## config.mk

```make
export PLATFORM = sky130hd
export DESIGN_NAME = rate_step_counter
export DESIGN_NICKNAME = d
export VERILOG_FILES = /design/src/rtl/rsc_pkg.sv /design/src/rtl/rsc_rate_mux.sv /design/src/rtl/rsc_tick_gen.sv /design/src/rtl/rsc_step_count.sv /design/src/rtl/rate_step_counter.sv
export SDC_FILE = /design/constraint.sdc
export NUM_CORES = 1
export LEC_CHECK = 0
export ABC_CLOCK_PERIOD_IN_PS = 2600
export BUFFER_PORTS_ARGS = -buffer_cell sky130_fd_sc_hd__buf_2
export CORE_ASPECT_RATIO = 1.25
export CORE_MARGIN = 1
export CORE_UTILIZATION = 61
export CTS_CLUSTER_DIAMETER = 100
export CTS_CLUSTER_SIZE = 16
export DETAILED_ROUTE_END_ITERATION = 8
export GPL_ROUTABILITY_DRIVEN = 0
export GPL_TIMING_DRIVEN = 1
export PLACE_DENSITY = 0.8
export REMOVE_ABC_BUFFERS = 1
export SYNTH_ARGS = -nofsm -noshare
export SYNTH_HDL_FRONTEND = slang
export SYNTH_SLANG_ARGS = --single-unit
export TNS_END_PERCENT = 50
```

## constraint.sdc

```tcl
create_clock -name clk -period 2.6 [get_ports clk]
set_input_delay 0.52 -clock clk [delete_from_list [all_inputs] [get_ports clk]]
set_output_delay 0.52 -clock clk [all_outputs]
set_load 0.02 [all_outputs]
```

## src/rtl/rsc_pkg.sv

```systemverilog
package rsc_pkg;

   // Number of clock cycles in 'halves' half-seconds, minus one, so that the
   // tick restarting at zero gives a period of exactly that many cycles.
   function automatic int unsigned half_sec_delay(input int unsigned clk_hz,
                                                  input int unsigned halves);
      return (clk_hz * halves) / 2 - 1;
   endfunction

endpackage

```

## src/rtl/rsc_rate_mux.sv

```systemverilog
module rsc_rate_mux #(
   parameter int unsigned W      = 29,
   parameter int unsigned N      = 4,
   parameter bit          AND_OR = 1'b1,
   localparam int unsigned SW    = (N > 1) ? $clog2(N) : 1
) (
   input  logic [N-1:0][W-1:0] choices,
   input  logic [SW-1:0]       sel,
   output logic [W-1:0]        y
);

   generate
      if (AND_OR) begin : g_and_or
         logic [N-1:0][W-1:0] masked;
         for (genvar i = 0; i < N; i++) begin : g_leg
            assign masked[i] = (sel == SW'(i)) ? choices[i] : '0;
         end
         always_comb begin
            y = '0;
            for (int i = 0; i < N; i++) y = y | masked[i];
         end
      end else begin : g_index
         assign y = choices[sel];
      end
   endgenerate

endmodule

```

## src/rtl/rsc_tick_gen.sv

```systemverilog
module rsc_tick_gen #(
   parameter int unsigned W = 29
) (
   input  logic         clk,
   input  logic         rst_n,
   input  logic [W-1:0] dly,
   output logic         pulse
);

   logic [W-1:0] tick_q;
   logic         over;

   assign pulse = (tick_q == dly);
   assign over  = (tick_q > dly);

   always_ff @(posedge clk or negedge rst_n) begin
      if (!rst_n)              tick_q <= '0;
      else if (pulse || over)  tick_q <= '0;
      else                     tick_q <= tick_q + W'(1);
   end

   // a pulse restarts the tick
   a_r2_restart: assert property (@(posedge clk) disable iff (!rst_n)
      pulse |=> (tick_q == '0));

   // no two pulses back to back while the delay is nonzero
   a_r3_no_repeat: assert property (@(posedge clk) disable iff (!rst_n)
      pulse |=> (!pulse || dly == '0));

   // a tick above the target is dropped to zero without pulsing
   a_r8_over_clear: assert property (@(posedge clk) disable iff (!rst_n)
      (over && !pulse) |=> (tick_q == '0));

endmodule

```

## src/rtl/rsc_step_count.sv

```systemverilog
module rsc_step_count #(
   parameter int unsigned W = 8
) (
   input  logic         clk,
   input  logic         rst_n,
   input  logic         step,
   input  logic         up,
   output logic [W-1:0] count
);

   logic [W-1:0] count_q;

   always_ff @(posedge clk or negedge rst_n) begin
      if (!rst_n)       count_q <= '0;
      else if (step)    count_q <= up ? count_q + W'(1) : count_q - W'(1);
   end

   assign count = count_q;

   // no step, no change
   a_r4_hold: assert property (@(posedge clk) disable iff (!rst_n)
      !step |=> $stable(count_q));

   // upward step
   a_r5_up: assert property (@(posedge clk) disable iff (!rst_n)
      (step && up) |=> (count_q == W'($past(count_q) + W'(1))));

   // downward step
   a_r6_down: assert property (@(posedge clk) disable iff (!rst_n)
      (step && !up) |=> (count_q == W'($past(count_q) - W'(1))));

   // wrap at both ends
   a_r7_wrap_top: assert property (@(posedge clk) disable iff (!rst_n)
      (step && up && count_q == '1) |=> (count_q == '0));
   a_r7_wrap_bottom: assert property (@(posedge clk) disable iff (!rst_n)
      (step && !up && count_q == '0) |=> (count_q == '1));

endmodule

```

## src/rtl/rate_step_counter.sv

```systemverilog
module rate_step_counter #(
   parameter int unsigned CLK_HZ = 100_000_000,
   parameter int unsigned TICK_W = 29,
   parameter int unsigned CNT_W  = 8,
   parameter bit          AND_OR_MUX = 1'b1,
   parameter int unsigned DLY0 = rsc_pkg::half_sec_delay(CLK_HZ, 1),
   parameter int unsigned DLY1 = rsc_pkg::half_sec_delay(CLK_HZ, 2),
   parameter int unsigned DLY2 = rsc_pkg::half_sec_delay(CLK_HZ, 3),
   parameter int unsigned DLY3 = rsc_pkg::half_sec_delay(CLK_HZ, 4)
) (
   input  logic             clk,
   input  logic             rst_n,
   input  logic [1:0]       rate_sel,
   input  logic             count_up,
   output logic             step_pulse,
   output logic [CNT_W-1:0] count
);

   localparam int unsigned NUM_RATES = 4;
   localparam int unsigned DLY_ALL [NUM_RATES] = '{DLY0, DLY1, DLY2, DLY3};

   // Elaboration-time parameter checks
   generate
      for (genvar k = 0; k < NUM_RATES; k++) begin : g_chk
         if (DLY_ALL[k] == 0) begin : g_zero
            $error("rate_step_counter: delay %0d must be at least 1", k);
         end
         if ((64'(DLY_ALL[k]) >> TICK_W) != 0) begin : g_wide
            $error("rate_step_counter: delay %0d does not fit TICK_W", k);
         end
      end
      if (CNT_W < 1 || TICK_W < 2 || TICK_W > 32) begin : g_width
         $error("rate_step_counter: width parameter out of range");
      end
   endgenerate

   logic [NUM_RATES-1:0][TICK_W-1:0] choices;
   logic [TICK_W-1:0]                dly_sel;

   generate
      for (genvar k = 0; k < NUM_RATES; k++) begin : g_tab
         assign choices[k] = TICK_W'(DLY_ALL[k]);
      end
   endgenerate

   rsc_rate_mux #(
      .W      (TICK_W),
      .N      (NUM_RATES),
      .AND_OR (AND_OR_MUX)
   ) u_mux (
      .choices (choices),
      .sel     (rate_sel),
      .y       (dly_sel)
   );

   rsc_tick_gen #(
      .W (TICK_W)
   ) u_tick (
      .clk   (clk),
      .rst_n (rst_n),
      .dly   (dly_sel),
      .pulse (step_pulse)
   );

   rsc_step_count #(
      .W (CNT_W)
   ) u_cnt (
      .clk   (clk),
      .rst_n (rst_n),
      .step  (step_pulse),
      .up    (count_up),
      .count (count)
   );

   // the selected delay tracks the select input
   a_r1_select: assert property (@(posedge clk) disable iff (!rst_n)
      (dly_sel == choices[rate_sel]));

endmodule

```

## Word level (Yosys, flattened, before mapping)

Cells that the tools add are included.

| storage, ports and cells | value |
|---|---|
| flip-flop bits (word level) | 37 |
| input port bits | 5 |
| output and inout port bits | 9 |
| logic and storage cells | 21 |

| cells by class | value |
|---|---|
| add/sub/neg operators | 3 |
| magnitude comparators | 1 |
| equal/unequal tests | 4 |
| muxes and demuxes | 6 |
| bitwise gates (word level) | 3 |
| reductions and logical operators | 2 |

Operators with widths:

| kind | count |
|---|---|
| $or 29x29->29 | 3 |
| $mux 28 | 2 |
| $add 29x1->29 const B | 1 |
| $eq 29x29->1 | 1 |
| $gt 29x29->1 | 1 |
| $mux 29 | 1 |
| $mux 27 | 1 |
| $mux 26 | 1 |
| $add 8x1->8 const B | 1 |
| $mux 8 | 1 |
| $sub 8x1->8 const B | 1 |
| $eq 2x2->1 const B | 2 |
| $eq 2x1->1 const B | 1 |
| $logic_not 2->1 | 1 |
| $logic_or 1x1->1 | 1 |

## Logic depth before layout (Yosys ltp)

| logic depth | value |
|---|---|
| word-level depth | 8 |
| gate-level depth with buffers | 11 |
| depth with buffers taken out | 9 |

## Modules after synthesis

Synthesis repeated with hierarchy kept, for this count alone.

| second synthesis, totals | value |
|---|---|
| cell total of the unflattened synthesis | 345 |
| area, all modules | 3559.7 um^2 |

Modules (own cells, without submodules):

| module | instances | cells each | area each (um^2) | sequential area each (um^2) |
|---|---|---|---|---|
| rsc_tick_gen | 1 | 249 | 2219.6 | 725.7 |
| rsc_rate_mux | 1 | 35 | 715.7 | 0.0 |
| rsc_step_count | 1 | 59 | 616.8 | 200.2 |
| rate_step_counter | 1 | 2 | 7.5 | 0.0 |

## Worst setup path before layout

No wires, ideal clock.

| timing | value |
|---|---|
| kind | input to register |
| from | input rate_sel[0] |
| to | register u_cnt.count_q[2] (netlist: u_cnt.count[2]) |
| data arrival time | 2.463 ns |
| required time | 2.475 ns |
| slack | 0.012 ns |
| stages | 9 |
| buffers on the path | 1 |
| path through | inv_1 > ha_1 > nor2_1 > ha_1 > and4_1 > nand4_1 > or4_4 > buf_6 > mux2_4 |

| between the ends | value |
|---|---|
| word-level cells in the longest chain between the ends | 6 |
| elaborated cells between the ends (all ways) | 12 |
| classes of those cells | 4 x eq/ne; 4 x mux; 3 x bitwise; 1 x reduce/logical |

Ends and longest elaborated chain:

| what | line | text |
|---|---|---|
| start, declared | rate_step_counter.sv:13 | `input logic [1:0] rate_sel,` |
| $eq 2x1->1 or $logic_not 2->1 (tied branches) | rsc_rate_mux.sv:16 | `assign masked[i] = (sel == SW'(i)) ? choices[i] : '0;` |
| $mux 27 or $mux 26 (tied branches) | rsc_rate_mux.sv:16 |  |
| $or 29x29->29 (2 in a row) | rsc_rate_mux.sv:20 | `for (int i = 0; i < N; i++) y = y \| masked[i];` |
| $or 29x29->29 * | rsc_rate_mux.sv:20 |  |
| $eq 29x29->1 * | rsc_tick_gen.sv:13 | `assign pulse = (tick_q == dly);` |
| end signal, assigned | rsc_step_count.sv:15 | `else if (step) count_q <= up ? count_q + W'(1) : count_q - W'(1);` |
| end, declared | rsc_step_count.sv:11 | `logic [W-1:0] count_q;` |

Every way passes the cells marked *; elsewhere a longest branch is shown, timed or not.
A chain may end at the register's enable or synchronous reset.

## Worst setup path in the final report

| timing | value |
|---|---|
| from | input rate_sel[0] |
| to | register u_tick.tick_q[19] |

| between the ends | value |
|---|---|
| word-level cells in the longest chain between the ends | 8 |
| elaborated cells between the ends (all ways) | 15 |
| classes of those cells | 1 x order compare; 4 x eq/ne; 5 x mux; 3 x bitwise; 2 x reduce/logical |

Ends and longest elaborated chain:

| what | line | text |
|---|---|---|
| $eq 2x1->1 or $logic_not 2->1 (tied branches) | rsc_rate_mux.sv:16 |  |
| $mux 27 or $mux 26 (tied branches) | rsc_rate_mux.sv:16 |  |
| $or 29x29->29 (2 in a row) | rsc_rate_mux.sv:20 |  |
| $or 29x29->29 * | rsc_rate_mux.sv:20 |  |
| $gt 29x29->1 or $eq 29x29->1 (tied branches) | rsc_tick_gen.sv:14, rsc_tick_gen.sv:13 |  |
| $logic_or 1x1->1 * | rsc_tick_gen.sv:18 | `else if (pulse \|\| over) tick_q <= '0;` |
| $mux 29 * | rsc_tick_gen.sv:18 |  |
| end signal, assigned | rsc_tick_gen.sv:19 | `else tick_q <= tick_q + W'(1);` |
| end, declared | rsc_tick_gen.sv:10 | `logic [W-1:0] tick_q;` |

Marks and branches as above.

==> out/results.tsv <==
metric	value	unit
Clock Path Buffers	2	
Synth Cell Area	2521	µm²
CTS Buf Count	5	
Core ar.	3879	µm²
Starting Density	65.00	%
Hold Vio Cnt, Final	0	
mean routed wirelength per cell	17.92	µm
number of global-route vias before repair	2061	
Post-Route WL	6273	µm
Slew Viols, Final	0	
Post-CTS Hold Buffers	0	
Pre-antenna DRT Iters	4	
Worst Max-Slew Pin Slew	0.7957	ns
Critical Path RT	2.80	ns
worst setup margin	-0.04913	ns
WP data arrival	2.85	ns
starting DRC count in detailed routing	118	
Clock Skews	0.002312	ns
violations in the final reports	setup timing	
full die area	4396	µm²
total number of vias	2202	
max cap viols	0	
Slew HR	46.95	%
largest net degree at the start of global routing	38	
Placed Cells	335	
Worst Setup Start Kind	input port	
critical path type	in2reg	
CTS H-tree lvls	2	
Final Net Count	325	
final instance area	3040	µm²
largest cells by area after synthesis	dfrtp_1 (37%), ha_1 (12%), nor3_1 (7.1%)	
leakage power	1.460	nW
total power	1.196	mW
first-pass GRT wire length	8976	µm
share of cells above drive strength 1	21.96	%
clock root buffer	clkbuf_8	
chip width	59.50	µm
GRT Total Usage	27.76	%
number of antenna violations at the first check in global routing	0	
power density cells	393.5	nW/µm²
period utilization	101.9	%
worst hold path type	in2async	
Synth Instances	266	
Finished Layout Cells	350	
maximum VDD drop	0.3286	mV
Clk Latency, worst-skew pair	0.29	ns
# port buffers	13	
die height	73.88	µm
top-count cell post-synth	dfrtp_1	
grt total ovfl	0	
drt via density	6.291	
min Tclk post-route	2.649	ns
diode count	0	
Crit. End Element	flip-flop	
yosys warns	0	
Avg Synthesized Cell Area	9.478	µm²
top cells by count, synth	dfrtp_1 (37), nor3_1 (36), ha_1 (24)	
number of synthesized flops with an enable pin	0	
IO Count	14	
pre-CTS WS	-0.1923	ns
biggest area consumer among synthesized cells	dfrtp_1	
Rows	25	
prevailing post-synth register cell	dfrtp_1	
Async S/R FF share, synth	100.0	%
Yosys cell types	45	
CTS tree	built	
dpl cell area	2719	µm²
RSZ-0062 raised after global routing	yes	
Synth Register Bits	37	
Residual DRC	0	
Synth top area share	36.72	%
worst-path maximum fanout	29	
clock-pin slew on the worst setup and hold paths	0.07	ns
final hold slack	0.3055	ns
CTS sink cnt	37	
FF-to-FF setup slack	0.13	ns
fmax	0.3775	GHz
Seq/Total Area, Yosys	36.72	%
status	finished, violations left	
final setup fails	6	
DP HPWL	3799	µm
ANT nets after route	0	
Synth-to-Final Area Change	20.60	%
-- through the flow --
| step | util [%] | TNS, ns |
|---|---|---|
| global route | 78.39 | -2.176 |
| CTS | 74.10 | 0 |
| detailed placement | 70.10 | -5.055 |
| finish | 78.39 | -0.1089 |
| global placement | 70.10 | -2.607 |
| floorplan | - | 0 |
-- layout by cell type (no fill, tap or decap), types with 7 or more instances in the layout --
cell type	n
ha_1	18
buf_4	18
xor2_1	15
xnor2_1	19
nor2_1	11
nand3_1	10
buf_2	10
inv_1	7
nand4_1	8
dfrtp_1	37
nand2_1	17
nor3_2	7
nor3_1	29
-- final cells by class --
type / instances / area (µm²)
sequential: 37 / 925.9
timing repair buffer: 32 / 256.5
fill: 264 / 838.3
clock buffer: 7 / 86.33
multi-input combinational: 209 / 1627
clock inverter: 1 / 30.03
inverter: 10 / 47.55
tap: 54 / 67.56
-- worst max-delay path, cell delays in order --
cell and delay [ns]:
buf_12 0.11, inv_8 0.04, ha_4 0.15, nor2_2 0.14
ha_1 0.27, and4b_2 0.28, buf_4 0.14, buf_4 0.14
nand4_1 0.15, nor2_1 0.06, a2111o_1 0.45, buf_12 0.19
nor3_1 0.21
-- power breakdown --
part           internal, mW  switching, mW  total [mW]
clock network         0.313          0.203       0.516
logic                0.0428         0.0624       0.105
registers             0.575              0       0.575
-- per-layer routing --
| metal | share of wire (%) | track usage, % | vias up |
|---|---|---|---|
| met2 | 52 | 50.19 | 79 |
| met4 | 3.9 | 15.50 | 0 |
| met5 | 0 | 0 | - |
| met3 | 4.1 | 5.106 | 24 |
| li1 | - | - | 1023 |
| met1 | 40 | 29.75 | 1076 |
-- state kept, by name, indices dropped and copies added, names as in the netlist --
signal         cells
u_tick.tick_q     29
u_cnt.count        8
-- worst paths after layout --
path | to | from | cells after the start
setup / recovery | u_tick.tick_q[19] | rate_sel[0] | 13
hold / removal | u_cnt.count[5] | rst_n | 1
max in group asynchronous | u_cnt.count[4] | rst_n | 1
setup reg to reg | u_tick.tick_q[19] | u_tick.tick_q[25] | 9
hold reg to reg | u_cnt.count[7] | u_cnt.count[7] | 1
min in group clk | u_cnt.count[7] | u_cnt.count[7] | 1
-- logic make-up (layout without fill, tap and decap cells) --
family	count (synthesis)	count (layout)	share of synthesized area [%]
xor gates and xnor gates	34	34	11.81
muxes	3	3	1.439
DFF	37	37	36.72
adders and majority gates	25	25	12.70
and+or+nand+nor	118	118	25.81
buffers and inverters	20	50	3.474
AOI/OAI and AO/OA	29	29	8.040
-- what timing repair did --
item,4_1_cts,5_1_grt
buffers inserted,2,5
pin swaps,2,7
endpoints found under the setup margin,1,17
resized for setup,7,28
cloned,0,0
Power figures use the tool's default switching activity.
